`config.mk`:
```
export PLATFORM = sky130hd
export DESIGN_NAME = serial_port
export DESIGN_NICKNAME = d
export VERILOG_FILES = /design/src/rtl/serial_pkg.sv /design/src/rtl/serial_fifo.sv /design/src/rtl/serial_tx.sv /design/src/rtl/serial_rx.sv /design/src/rtl/serial_port.sv
export SDC_FILE = /design/constraint.sdc
export NUM_CORES = 1
export LEC_CHECK = 0
export CAP_MARGIN = 20
export CORE_MARGIN = 3
export CORE_UTILIZATION = 50
export DETAILED_ROUTE_END_ITERATION = 10
export GPL_TIMING_DRIVEN = 0
export MAX_ROUTING_LAYER = met4
export PLACE_DENSITY = 0.69
export SLEW_MARGIN = 20
export SYNTH_ARGS = -nofsm -noshare
export SYNTH_HDL_FRONTEND = slang
export SYNTH_SLANG_ARGS = --single-unit
```
`constraint.sdc`:
```
create_clock -name clk -period 3.2 [get_ports clk]
set_input_delay 0.64 -clock clk [delete_from_list [all_inputs] [get_ports clk]]
set_output_delay 0.64 -clock clk [all_outputs]
set_load 0.01 [all_outputs]
```
`src/rtl/serial_pkg.sv`:
```
package serial_pkg;

  typedef enum logic [1:0] {
    PAR_NONE = 2'd0,
    PAR_EVEN = 2'd1,
    PAR_ODD  = 2'd2,
    PAR_RSVD = 2'd3
  } parity_e;

  typedef struct packed {
    logic    clr_err;
    logic    rst_tx;
    logic    rst_rx;
    logic    inv_rts;
    logic    rx_ie;
    logic    tx_ie;
    logic    rx_en;
    logic    tx_en;
    logic    two_wire;
    parity_e par;
    logic    stop2;
    logic [1:0] len;
  } ctrl_t;

  localparam logic [2:0] A_TXD  = 3'd0;
  localparam logic [2:0] A_RXD  = 3'd1;
  localparam logic [2:0] A_CTRL = 3'd2;
  localparam logic [2:0] A_STAT = 3'd3;
  localparam logic [2:0] A_MISC = 3'd4;
  localparam logic [2:0] A_BAUD = 3'd5;

endpackage

```
`src/rtl/serial_fifo.sv`:
```
module serial_fifo #(
  parameter int W     = 8,
  parameter int DEPTH = 16
) (
  input  logic                       clk,
  input  logic                       rst,
  input  logic                       flush,
  input  logic                       push,
  input  logic [W-1:0]               din,
  input  logic                       pop,
  output logic [W-1:0]               dout,
  output logic [$clog2(DEPTH):0]     level,
  output logic                       empty,
  output logic                       full
);
  localparam int AW = $clog2(DEPTH);
  localparam int LW = AW + 1;

  logic [W-1:0]  mem [DEPTH];
  logic [AW-1:0] wp, rp;
  logic          push_ok, pop_ok;

  assign empty   = (level == '0);
  assign full    = (level == LW'(DEPTH));
  assign push_ok = push && !full && !flush;
  assign pop_ok  = pop && !empty && !flush;
  assign dout    = mem[rp];

  always_ff @(posedge clk) begin
    if (push_ok) mem[wp] <= din;
  end

  always_ff @(posedge clk) begin
    if (rst || flush) begin
      wp    <= '0;
      rp    <= '0;
      level <= '0;
    end else begin
      if (push_ok) wp <= wp + AW'(1);
      if (pop_ok)  rp <= rp + AW'(1);
      case ({push_ok, pop_ok})
        2'b10:   level <= level + LW'(1);
        2'b01:   level <= level - LW'(1);
        default: level <= level;
      endcase
    end
  end


  level_bound_chk: assert property (@(posedge clk) disable iff (rst)
    level <= LW'(DEPTH));


  full_push_chk: assert property (@(posedge clk) disable iff (rst)
    (push && full && !pop && !flush) |=> level == $past(level));

endmodule

```
`src/rtl/serial_tx.sv`:
```
module serial_tx import serial_pkg::*; #(
  parameter int PW = 14
) (
  input  logic          clk,
  input  logic          rst,
  input  logic          flush,
  input  logic          en,
  input  logic [1:0]    len,
  input  logic          stop2,
  input  parity_e       par,
  input  logic          fc_on,
  input  logic          cts,
  input  logic [PW-1:0] period,
  input  logic          q_empty,
  input  logic [7:0]    q_data,
  output logic          q_pop,
  output logic          txd
);
  typedef enum logic [2:0] {T_IDLE, T_START, T_DATA, T_PAR, T_STOP} tx_st_e;

  tx_st_e        st;
  logic [PW-1:0] cnt;
  logic [7:0]    sh;
  logic [2:0]    bi;
  logic          acc, s2nd;
  logic [3:0]    nb;
  logic          par_on, bit_end;

  assign nb      = 4'd5 + {2'b00, len};
  assign par_on  = (par == PAR_EVEN) || (par == PAR_ODD);
  assign bit_end = (cnt == '0);
  assign q_pop   = (st == T_IDLE) && en && !q_empty && (!fc_on || cts) && !flush;

  always_ff @(posedge clk) begin
    if (rst || flush) begin
      st   <= T_IDLE;
      txd  <= 1'b1;
      cnt  <= '0;
      sh   <= '0;
      bi   <= '0;
      acc  <= 1'b0;
      s2nd <= 1'b0;
    end else if (st == T_IDLE) begin
      if (q_pop) begin
        st  <= T_START;
        txd <= 1'b0;
        cnt <= period - PW'(1);
        sh  <= q_data;
      end
    end else if (!bit_end) begin
      cnt <= cnt - PW'(1);
    end else begin
      cnt <= period - PW'(1);
      case (st)
        T_START: begin
          txd <= sh[0];
          acc <= sh[0];
          sh  <= sh >> 1;
          bi  <= '0;
          st  <= T_DATA;
        end
        T_DATA: begin
          if ({1'b0, bi} == nb - 4'd1) begin
            if (par_on) begin
              txd <= (par == PAR_ODD) ? ~acc : acc;
              st  <= T_PAR;
            end else begin
              txd  <= 1'b1;
              s2nd <= 1'b0;
              st   <= T_STOP;
            end
          end else begin
            bi  <= bi + 3'd1;
            txd <= sh[0];
            acc <= acc ^ sh[0];
            sh  <= sh >> 1;
          end
        end
        T_PAR: begin
          txd  <= 1'b1;
          s2nd <= 1'b0;
          st   <= T_STOP;
        end
        default: begin
          if (stop2 && !s2nd) s2nd <= 1'b1;
          else                st   <= T_IDLE;
        end
      endcase
    end
  end


  cts_hold_chk: assert property (@(posedge clk) disable iff (rst)
    (st == T_IDLE && fc_on && !cts) |=> st == T_IDLE);


  idle_high_chk: assert property (@(posedge clk) disable iff (rst)
    (st == T_IDLE) |-> txd);

endmodule

```
`src/rtl/serial_rx.sv`:
```
module serial_rx import serial_pkg::*; #(
  parameter int PW = 14
) (
  input  logic          clk,
  input  logic          rst,
  input  logic          flush,
  input  logic          en,
  input  logic [1:0]    len,
  input  parity_e       par,
  input  logic [PW-1:0] period,
  input  logic          rxd,
  output logic          push,
  output logic [7:0]    data,
  output logic          perr,
  output logic          ferr
);
  typedef enum logic [2:0] {R_IDLE, R_START, R_DATA, R_PAR, R_STOP} rx_st_e;

  rx_st_e        st;
  logic [PW-1:0] cnt;
  logic [7:0]    sh;
  logic [2:0]    bi;
  logic          acc, pbad;
  logic          s_meta, s_line, s_prev;
  logic [3:0]    nb;
  logic          par_on, bit_end, fall;

  assign nb      = 4'd5 + {2'b00, len};
  assign par_on  = (par == PAR_EVEN) || (par == PAR_ODD);
  assign bit_end = (cnt == '0);
  assign fall    = s_prev && !s_line;

  always_ff @(posedge clk) begin
    if (rst) begin
      s_meta <= 1'b1;
      s_line <= 1'b1;
      s_prev <= 1'b1;
    end else begin
      s_meta <= rxd;
      s_line <= s_meta;
      s_prev <= s_line;
    end
  end

  always_ff @(posedge clk) begin
    if (rst || flush) begin
      st   <= R_IDLE;
      cnt  <= '0;
      sh   <= '0;
      bi   <= '0;
      acc  <= 1'b0;
      pbad <= 1'b0;
      push <= 1'b0;
      data <= '0;
      perr <= 1'b0;
      ferr <= 1'b0;
    end else begin
      push <= 1'b0;
      if (st == R_IDLE) begin
        if (en && fall) begin
          st  <= R_START;
          cnt <= period >> 1;
        end
      end else if (!bit_end) begin
        cnt <= cnt - PW'(1);
      end else begin
        cnt <= period - PW'(1);
        case (st)
          R_START: begin
            bi   <= '0;
            acc  <= 1'b0;
            pbad <= 1'b0;
            st   <= s_line ? R_IDLE : R_DATA;
          end
          R_DATA: begin
            sh  <= {s_line, sh[7:1]};
            acc <= acc ^ s_line;
            if ({1'b0, bi} == nb - 4'd1) st <= par_on ? R_PAR : R_STOP;
            else                         bi <= bi + 3'd1;
          end
          R_PAR: begin
            pbad <= s_line != ((par == PAR_ODD) ? ~acc : acc);
            st   <= R_STOP;
          end
          default: begin
            push <= 1'b1;
            data <= sh >> (4'd8 - nb);
            perr <= pbad;
            ferr <= !s_line;
            st   <= R_IDLE;
          end
        endcase
      end
    end
  end


  push_after_stop_chk: assert property (@(posedge clk) disable iff (rst)
    push |-> $past(st == R_STOP));

endmodule

```
`src/rtl/serial_port.sv`:
```
module serial_port import serial_pkg::*; #(
  parameter int DEPTH   = 16,
  parameter int DIVW    = 12,
  parameter int DEF_DIV = 1
) (
  input  logic        clk,
  input  logic        rst,
  input  logic        bus_wr,
  input  logic        bus_rd,
  input  logic [2:0]  bus_addr,
  input  logic [15:0] bus_wdata,
  output logic [15:0] bus_rdata,
  output logic        txd,
  input  logic        rxd,
  input  logic        cts,
  output logic        rts,
  output logic        irq
);
  localparam int LW = $clog2(DEPTH) + 1;
  localparam int PW = DIVW + 2;

  ctrl_t          ctrl_q;
  logic [7:0]     tx_thr, rx_thr;
  logic [DIVW-1:0] div_q, div_eff;
  logic           use_xtal, use_new;
  logic           perr_q, ferr_q, ovr_q;
  logic [PW-1:0]  period;

  logic           tx_push, tx_pop, tx_empty, tx_full;
  logic [7:0]     tx_head;
  logic [LW-1:0]  tx_lvl;
  logic           rx_pop, rx_push, rx_empty, rx_full, rx_perr, rx_ferr;
  logic [7:0]     rx_head, rx_byte;
  logic [LW-1:0]  rx_lvl;

  assign tx_push = bus_wr && (bus_addr == A_TXD);
  assign rx_pop  = bus_rd && (bus_addr == A_RXD) && !rx_empty;
  assign div_eff = (use_xtal && use_new) ? div_q : DIVW'(DEF_DIV);
  assign period  = PW'(div_eff) * PW'(3) + PW'(3);

  always_ff @(posedge clk) begin
    if (rst) begin
      ctrl_q   <= ctrl_t'(14'h0003);
      tx_thr   <= 8'(DEPTH / 2);
      rx_thr   <= 8'd1;
      div_q    <= DIVW'(DEF_DIV);
      use_xtal <= 1'b0;
      use_new  <= 1'b0;
    end else if (bus_wr) begin
      case (bus_addr)
        A_CTRL: ctrl_q <= ctrl_t'(bus_wdata[13:0]);
        A_MISC: begin
          tx_thr <= bus_wdata[7:0];
          rx_thr <= bus_wdata[15:8];
        end
        A_BAUD: begin
          div_q    <= bus_wdata[DIVW-1:0];
          use_xtal <= bus_wdata[14];
          use_new  <= bus_wdata[15];
        end
        default: ;
      endcase
    end
  end

  always_ff @(posedge clk) begin
    if (rst) begin
      perr_q <= 1'b0;
      ferr_q <= 1'b0;
      ovr_q  <= 1'b0;
    end else begin
      if (ctrl_q.clr_err) begin
        perr_q <= 1'b0;
        ferr_q <= 1'b0;
        ovr_q  <= 1'b0;
      end
      if (rx_push && rx_perr) perr_q <= 1'b1;
      if (rx_push && rx_ferr) ferr_q <= 1'b1;
      if (rx_push && rx_full) ovr_q  <= 1'b1;
    end
  end

  always_ff @(posedge clk) begin
    if (rst) begin
      bus_rdata <= '0;
    end else if (bus_rd) begin
      case (bus_addr)
        A_RXD:   bus_rdata <= {8'd0, rx_head};
        A_CTRL:  bus_rdata <= {2'd0, ctrl_q};
        A_STAT:  bus_rdata <= {11'd0, ovr_q, ferr_q, perr_q, tx_full, rx_empty};
        A_MISC:  bus_rdata <= {rx_thr, tx_thr};
        A_BAUD:  bus_rdata <= {use_new, use_xtal, 14'(div_q)};
        default: bus_rdata <= '0;
      endcase
    end
  end

  always_ff @(posedge clk) begin
    if (rst) begin
      rts <= 1'b1;
      irq <= 1'b0;
    end else begin
      rts <= (ctrl_q.two_wire | ~rx_full) ^ ctrl_q.inv_rts;
      irq <= (ctrl_q.tx_ie && (8'(tx_lvl) <  tx_thr)) ||
             (ctrl_q.rx_ie && (8'(rx_lvl) >= rx_thr));
    end
  end

  serial_fifo #(.W(8), .DEPTH(DEPTH)) u_txq (
    .clk(clk), .rst(rst), .flush(ctrl_q.rst_tx),
    .push(tx_push), .din(bus_wdata[7:0]), .pop(tx_pop), .dout(tx_head),
    .level(tx_lvl), .empty(tx_empty), .full(tx_full)
  );

  serial_fifo #(.W(8), .DEPTH(DEPTH)) u_rxq (
    .clk(clk), .rst(rst), .flush(ctrl_q.rst_rx),
    .push(rx_push), .din(rx_byte), .pop(rx_pop), .dout(rx_head),
    .level(rx_lvl), .empty(rx_empty), .full(rx_full)
  );

  serial_tx #(.PW(PW)) u_tx (
    .clk(clk), .rst(rst), .flush(ctrl_q.rst_tx), .en(ctrl_q.tx_en),
    .len(ctrl_q.len), .stop2(ctrl_q.stop2), .par(ctrl_q.par),
    .fc_on(!ctrl_q.two_wire), .cts(cts), .period(period),
    .q_empty(tx_empty), .q_data(tx_head), .q_pop(tx_pop), .txd(txd)
  );

  serial_rx #(.PW(PW)) u_rx (
    .clk(clk), .rst(rst), .flush(ctrl_q.rst_rx), .en(ctrl_q.rx_en),
    .len(ctrl_q.len), .par(ctrl_q.par), .period(period), .rxd(rxd),
    .push(rx_push), .data(rx_byte), .perr(rx_perr), .ferr(rx_ferr)
  );


  ovr_set_chk: assert property (@(posedge clk) disable iff (rst)
    (rx_push && rx_full) |=> ovr_q);


  rts_full_chk: assert property (@(posedge clk) disable iff (rst)
    (!ctrl_q.two_wire && !ctrl_q.inv_rts && rx_full) |=> !rts);


  irq_gate_chk: assert property (@(posedge clk) disable iff (rst)
    irq |-> $past(ctrl_q.tx_ie || ctrl_q.rx_ie));


  rx_flush_chk: assert property (@(posedge clk) disable iff (rst)
    ctrl_q.rst_rx |=> rx_empty);

endmodule

```
# Word-level counts from Yosys, hierarchy flattened
# Memories as Yosys holds them, arrays and structs flattened. A register that Yosys moved wholly into a read port is not among the register bits.
# Cells that the tools add are included.
# totals
mem_bits_rw,256
memories,2
out_inout_bits,19
ff_bits,166
word_cells,250
in_bits,25
# memory_table
memory,words,width,rd,rd_clocked_by_memory_dff,wr,line_no,rtl
u_rxq.mem,16,8,1,1,1,serial_fifo.sv:19,logic [W-1:0] mem [DEPTH];
u_txq.mem,16,8,1,1,1,serial_fifo.sv:19,
# classes
n_mul,1
n_addsub,17
n_reduce_logical,73
mux,61
n_eq_ne,32
bitwise,12
magnitude_cmp,2
shift,1
# ops
operator,n
14-bit two-way mux,6
16-bit one-hot mux with 5 select lines,1
14-bit by 1-bit subtractor with 14-bit output (second input constant),3
3-bit two-way mux,12
8-bit two-way mux,4
14-bit zero test,2
1-bit logical AND,24
1-bit two-way mux,20
5-bit one-hot mux with 2 select lines,2
2-bit nonzero test,10
3-bit by 2-bit == test with 1-bit output (second input constant),6
3-bit one-hot mux with 3 select lines,2
3-bit AND reduction,6
4-bit by 1-bit adder with 4-bit output (second input constant),4
4-bit two-way mux,4
8-bit one-hot mux with 2 select lines,1
4-bit AND reduction,4
14-bit by 2-bit adder with 14-bit output (second input constant),1
12-bit by 2-bit multiplier with 14-bit output (second input constant),1
12-bit two-way mux,1
3-bit one-hot mux with 2 select lines,2
5-bit by 1-bit adder with 5-bit output (second input constant),2
5-bit == test (second input constant),2
5-bit zero test,2
other kinds (33),77

# Longest topological paths before layout
# depth
ltp_word,9
depth_mapped,14
mapped_depth_nobuf,14

# By module
# A second synthesis with hierarchy kept.
# hier_totals
hier_cells,1685
area_unflattened_um2,20284.5
# modules_own_cells
mod,seq_area_each_um2,cells_per_inst,n_inst,area_per_inst_um2
serial_fifo (u_txq),4184.0,309,1,5965.7
serial_fifo (u_rxq),4184.0,325,1,5826.8
serial_port,1301.2,481,1,3749.8
serial_rx,880.8,316,1,2643.8
serial_tx,620.6,254,1,2098.3

# Least setup slack after synthesis
# No wires, ideal clock.
# synth_timing
kind,input-to-reg
from,in bus_addr[0]
to,reg u_txq.level[4]
path_buffers,1
path_stages,12
path_slack_ps,-128
setup_time_ps,70
t_required_ps,3130
arrival_ps,3258
path_cell_list,clkbuf_1 -> nand2b_1 -> or4_1 -> a21oi_1 -> inv_1 -> ha_1 -> ha_1 -> a21o_1 -> a21oi_1 -> xnor2_1 -> or3_1 -> a21oi_1
# synth_between
elab_chain_cells,6
word_cells_on_any_way,8
classes_between,eq/ne (2); mux (1); reduce/logical (5)
# synth_rtl
element,line_no,rtl
"start, declared",serial_port.sv:10,"input logic [2:0] bus_addr,"
3-bit zero test *,serial_port.sv:36,assign tx_push = bus_wr && (bus_addr == A_TXD);
1-bit logical AND *,serial_port.sv:36,
1-bit logical AND * (2 in a row),serial_fifo.sv:25,assign push_ok = push && !full && !flush;
2-bit by 1-bit == test with 1-bit output or 2-bit == test (tied branches),serial_fifo.sv:41,"case ({push_ok, pop_ok})"
5-bit one-hot mux with 2 select lines or 2-bit nonzero test (tied branches),-,
"end signal, assigned",serial_fifo.sv:42,2'b10: level <= level + LW'(1);
"end signal, assigned",serial_fifo.sv:43,2'b01: level <= level - LW'(1);
"end signal, assigned",serial_fifo.sv:44,default: level <= level;
"end, declared",serial_fifo.sv:12,"output logic [$clog2(DEPTH):0] level,"
# Every way passes the cells marked *; elsewhere a longest branch is shown, timed or not.
# A chain may end at the register's enable or synchronous reset.

# Worst setup path after layout
# layout_timing
from,reg use_xtal
to,reg u_rx.cnt[11]
# layout_between
elab_chain_cells,7
word_cells_on_any_way,8
classes_between,add/sub (2); mul (1); mux (4); reduce/logical (1)
# layout_rtl
element,line_no,rtl
"start, declared",serial_port.sv:25,"logic use_xtal, use_new;"
"start signal, assigned",serial_port.sv:58,use_xtal <= bus_wdata[14];
1-bit logical AND *,serial_port.sv:38,assign div_eff = (use_xtal && use_new) ? div_q : DIVW'(DEF_DIV);
12-bit two-way mux *,serial_port.sv:38,
12-bit by 2-bit multiplier with 14-bit output *,serial_port.sv:39,assign period = PW'(div_eff) * PW'(3) + PW'(3);
14-bit by 2-bit adder with 14-bit output *,serial_port.sv:39,
14-bit by 1-bit subtractor with 14-bit output,serial_rx.sv:67,cnt <= period - PW'(1);
14-bit two-way mux,serial_rx.sv:64,end else if (!bit_end) begin
14-bit two-way mux *,serial_rx.sv:59,if (st == R_IDLE) begin
"end signal, assigned",serial_rx.sv:62,cnt <= period >> 1;
"end signal, assigned",serial_rx.sv:65,cnt <= cnt - PW'(1);
"end signal, assigned",serial_rx.sv:67,
"end, declared",serial_rx.sv:20,logic [PW-1:0] cnt;
# Every way passes the cells marked *; elsewhere a longest branch is shown, timed or not. The select of a mux whose other input is x is not followed.

==> parameters.txt <==
Parameter                              Value

Logic synthesis
  Share of synthesized flip-flops with an asynchronous set or reset ... 0%
  Total of flip-flops plus latches after synthesis ... between 400 and 500
  Net count after synthesis ... ~1700
  Leading cell types by total area after synthesis ... edfxtp_1 (40%), dfxtp_1 (18%), mux4_2 (9.3%), nand2_1 (4.3%), ha_1 (3.4%)
  Sequential share of the synthesized area ... 57.5%
  Synthesized-area fraction occupied by ao, oa, aoi and oai cells ... 9.35%
  Share of the synthesized area in the top cell type ... between 30 and 40%
  Combinational family with the most area after synthesis ... simple AND/OR/NAND/NOR gates
  Portion of netlist area occupied by mux cells ... 10.9%
  Synth top cells by count ... edfxtp_1 (256), nand2_1 (225), dfxtp_1 (174)
  Post-synthesis instance area ... around 20000 um^2
  Post-synthesis share of cell area spent on and, or, nand and nor gates ... a little over an eighth
  Syn. warnings ... 0
  Number of instances in the synthesized netlist ... 1634
  Synthesized-area fraction occupied by xor and xnor cells ... 2.48%
  Number of enable flip-flop cells after synthesis ... between 200 and 300
  Number of distinct standard cells referenced by the synthesized netlist ... 77
  Largest area contributor in the netlist ... edfxtp_1
  Arithmetic-cell share of the synthesized area counting full adders, half adders and majority gates ... around 3.6%
  Average size of a mapped cell ... 11.9 um^2
  Main flop type after synthesis ... edfxtp_1
  Most numerous cell in the Yosys netlist ... edfxtp_1

STA
  Peak Freq ... between 300 and 400 MHz
  RSZ-0062 raised after global routing ... true
  Hold Vio Cnt, Final ... 0
  Shortest clock period the worst path allows after layout ... approximately 3.2 ns
  Transition time at the pin with the least slew margin ... around 1.1 ns
  Number of slew-limit violations in the final report ... 0
  Share of the clock period used by the worst path ... 98.9%
  Max transition margin ... approximately a quarter
  Number of failing setup endpoints in the final timing report ... 0
  Worst clock skew on the final layout ... just over 0.02 ns
  Hold Slack ... roughly 0.42 ns

Setup path
  Nature of the critical path endpoint ... register
  Reg-to-reg critical path endpoint ... u_rx.cnt[11]
  Worst path cell trace ... buf_8 > and3_1 > ha_1 > ha_4 > a21oi_2 > o41ai_2 > a31oi_1 > xnor2_2 > buf_4 > nor4_2 > xnor2_1 > nor2_1 > a211oi_1
  Beginning of the critical path ... use_xtal
  Endpoint of the most critical setup path ... u_rx.cnt[11]
  Crit-path slowest cell ... dfxtp_4
  Startpoint types ... register
  Reg-to-reg critical path startpoint ... use_xtal
  Data required time of the critical path ... roughly 3.7 ns
  Largest driver fanout on the critical path ... 10
  Depth of the worst register-to-register path ... 13
  Delay of the slowest cell on the worst path ... 0.37 ns
  Setup CP Type ... reg2reg
  Arrival time worst endpoint ... 3.62 ns
  Flop2flop setup slack ... 0.04 ns

GRT
  Number of antenna violations at the first check in global routing ... 0
  Pin count of the biggest net entering global routing ... 20
  GRT Overall Usage ... between 20% and 30%
  First-pass GRT wire length ... around 75000 um
  Vias in the first global route ... around 13000
  Total gr overflow ... 0

Power and ir drop
  Leakage Power ... around 0.0077 uW
  Part of the total power dissipated in combinational logic ... 14.9%
  Internal portion of total power ... ~9800 uW
  P per Cell Area ... a little under 600 nW/um^2
  Worst IR drop on VDD ... between 0.0005 and 0.0006 V
  Clock power share ... approximately 40%
  Sequential share of power ... between 40% and 50%
  Fraction of power spent switching nets ... 26.7%
  Power spent charging and discharging nets ... approximately 3600 uW

Placement
  IO Port Bufs ... just over 40
  Global placer's final weighted congestion ... slightly above 0.9
  Half-perimeter wire length after detailed placement ... between 30000 and 40000 um

Route
  Vias per std cell ... roughly 6
  Violation count after the first detailed-route iteration ... between 1000 and 1500
  Sum of met2 wire segment lengths after detailed routing ... between 20000 and 25000 um
  Routed length per placed instance ... approximately 21 um
  Met1 layer wirelength in the final routing ... around 21000 um
  Number of vias in the routed layout ... around 14000
  Post-route antenna net violation count ... 0
  DRT Pass-1 Iters ... 5
  Top routing layer in use ... met4
  Total met3 wirelength after detailed routing ... 3030 um
  Routed WL ... ~50000 um
  Post-route DRC ... 0

Floorplanning
  Die area ... about 41000 um^2
  Die Wd ... 203 um
  Vertical die dimension ... 203 um
  Number of primary I/O pins ... 44
  Core outline area ... around 38000 um^2
  Count of standard-cell rows ... 71
  Initial standard-cell utilization of the core ... 51.2%

CTS
  CTS Buf Count ... 45
  Count of clock tree sinks ... between 400 and 500
  Clock Path Buffers ... 3
  Worst-skew pair later-pin latency ... approximately 0.56 ns
  H-tree depth reported by CTS ... 2
  Clock slew at reported path FFs ... around 0.060 ns
  TritonCTS clock tree ... done
  Library cell used as clock root buffer ... clkbuf_16

Finish
  Utilization after layout ... approximately 60%
  Count of antenna diodes in the layout ... 0
  Layout cells sized above 1 ... ~16%
  Syn-to-layout area delta ... 17.2%
  Count of nets after finishing ... roughly 1800

Outcome
  Result of the run ... finished, final reports clean

Run
  Max-capacitance violation count ... 0

Worst hold path
  Hold/Removal Path Class ... reg2reg
-- cells by family after synthesis --
logic type      after synthesis
xor+xnor                     55
flops                       430
mux                         111
buf+inv                     131
fa+ha+maj                    55
simple gates                557
compound gates              295
-- what timing repair did --
action                     in CTS  in global routing
setup endpoints to repair      28                 23
hold buffers                    0                  0
buffers inserted               15                 12
pin swaps                      21                 14
resized for setup              61                 38
-- power groups by stage --
stage	Sequential, uW	Combinational [uW]	Clock, uW
global placement	6140	1910	0
floorplan	6120	1410	0
finish	6030	1990	5320
global route	6040	2160	5600
CTS	6030	1960	5390
detailed placement	6150	1940	0
-- flip-flops by register name, summed over array words and instances (netlist names), 8 cells and up, named ones only --
signal,count
u_rx.data,8
u_txq.mem,128
u_rx.sh,8
u_tx.sh,8
bus_rdata,16
ctrl_q,14
tx_thr,8
u_tx.cnt,14
u_rx.cnt,14
rx_thr,8
div_q,12
u_rxq.mem,128
-- critical path, delay by kind of cell, from the launching register on --
kind	cells	cell delay (ns)
AO/OA/AOI/OAI	4	0.84
buffers and inverters	2	0.30
flip-flops	1	0.37
adder cells (fa/ha/maj)	2	0.63
AND/OR/NAND/NOR	3	0.53
XOR/XNOR	2	0.39
-- how the worst min path moves through the flow --
stage                startpoint     endpoint  slack, ns  cells past startpoint
floorplan           u_rx.s_meta  u_rx.s_line       0.39                      1
global placement    u_rx.s_meta  u_rx.s_line       0.39                      1
detailed placement  u_rx.s_meta  u_rx.s_line       0.40                      1
CTS                 u_rx.s_meta  u_rx.s_line       0.42                      1
global route        u_rx.s_meta  u_rx.s_line       0.46                      1
finish              u_rx.s_meta  u_rx.s_line       0.42                      1
-- per-layer routing --
layer / track usage [%] / up-vias
met4: 7.30 / 0
met5: - / -
met2: 38.0 / 487
met1: 32.4 / 6746
met3: 3.51 / 99
li1: - / 6251
-- cell type report --
| type | count | area [um^2] |
|---|---|---|
| inverter | 44 | 168 |
| clock inverter | 26 | 298 |
| clock buffer | 56 | 1230 |
| multi-input combinational | 1073 | 8190 |
| fill | 2981 | 15200 |
| tap | 511 | 639 |
| sequential | 430 | 11200 |
| timing repair buffer | 69 | 627 |
| buffer | 84 | 434 |
-- stage by stage --
stage	setup WS (ns)	std cells	power (uW)	cell area, um^2	TNS (ns)
6_report	0.0352	2293	13300	22800	0
5_1_grt	-0.0923	2293	13800	22800	-0.391
4_1_cts	0.0176	2282	13400	22500	0
3_5_place_dp	-0.733	2187	8090	20500	-57.08
3_3_place_gp	-0.706	2186	8050	20500	-61.21
2_1_floorplan	0.0174	1634	7520	19400	0
-- cells in the final DEF, fill, tap and decap left out, drive strengths merged, types with 19 or more instances in the layout --
| cell type | count |
|---|---|
| xor2 | 29 |
| edfxtp | 256 |
| a22oi | 19 |
| o21ai | 62 |
| clkdlybuf4s50 | 39 |
| nand2 | 225 |
| xnor2 | 26 |
| buf | 45 |
| mux4 | 80 |
| nor3 | 35 |
| a21oi | 124 |
| ha | 53 |
| or3 | 25 |
| nor2 | 148 |
| dfxtp | 174 |
| nand2b | 19 |
| inv | 45 |
| clkbuf | 121 |
| mux2i | 25 |
(Power assumes the default switching activity.)
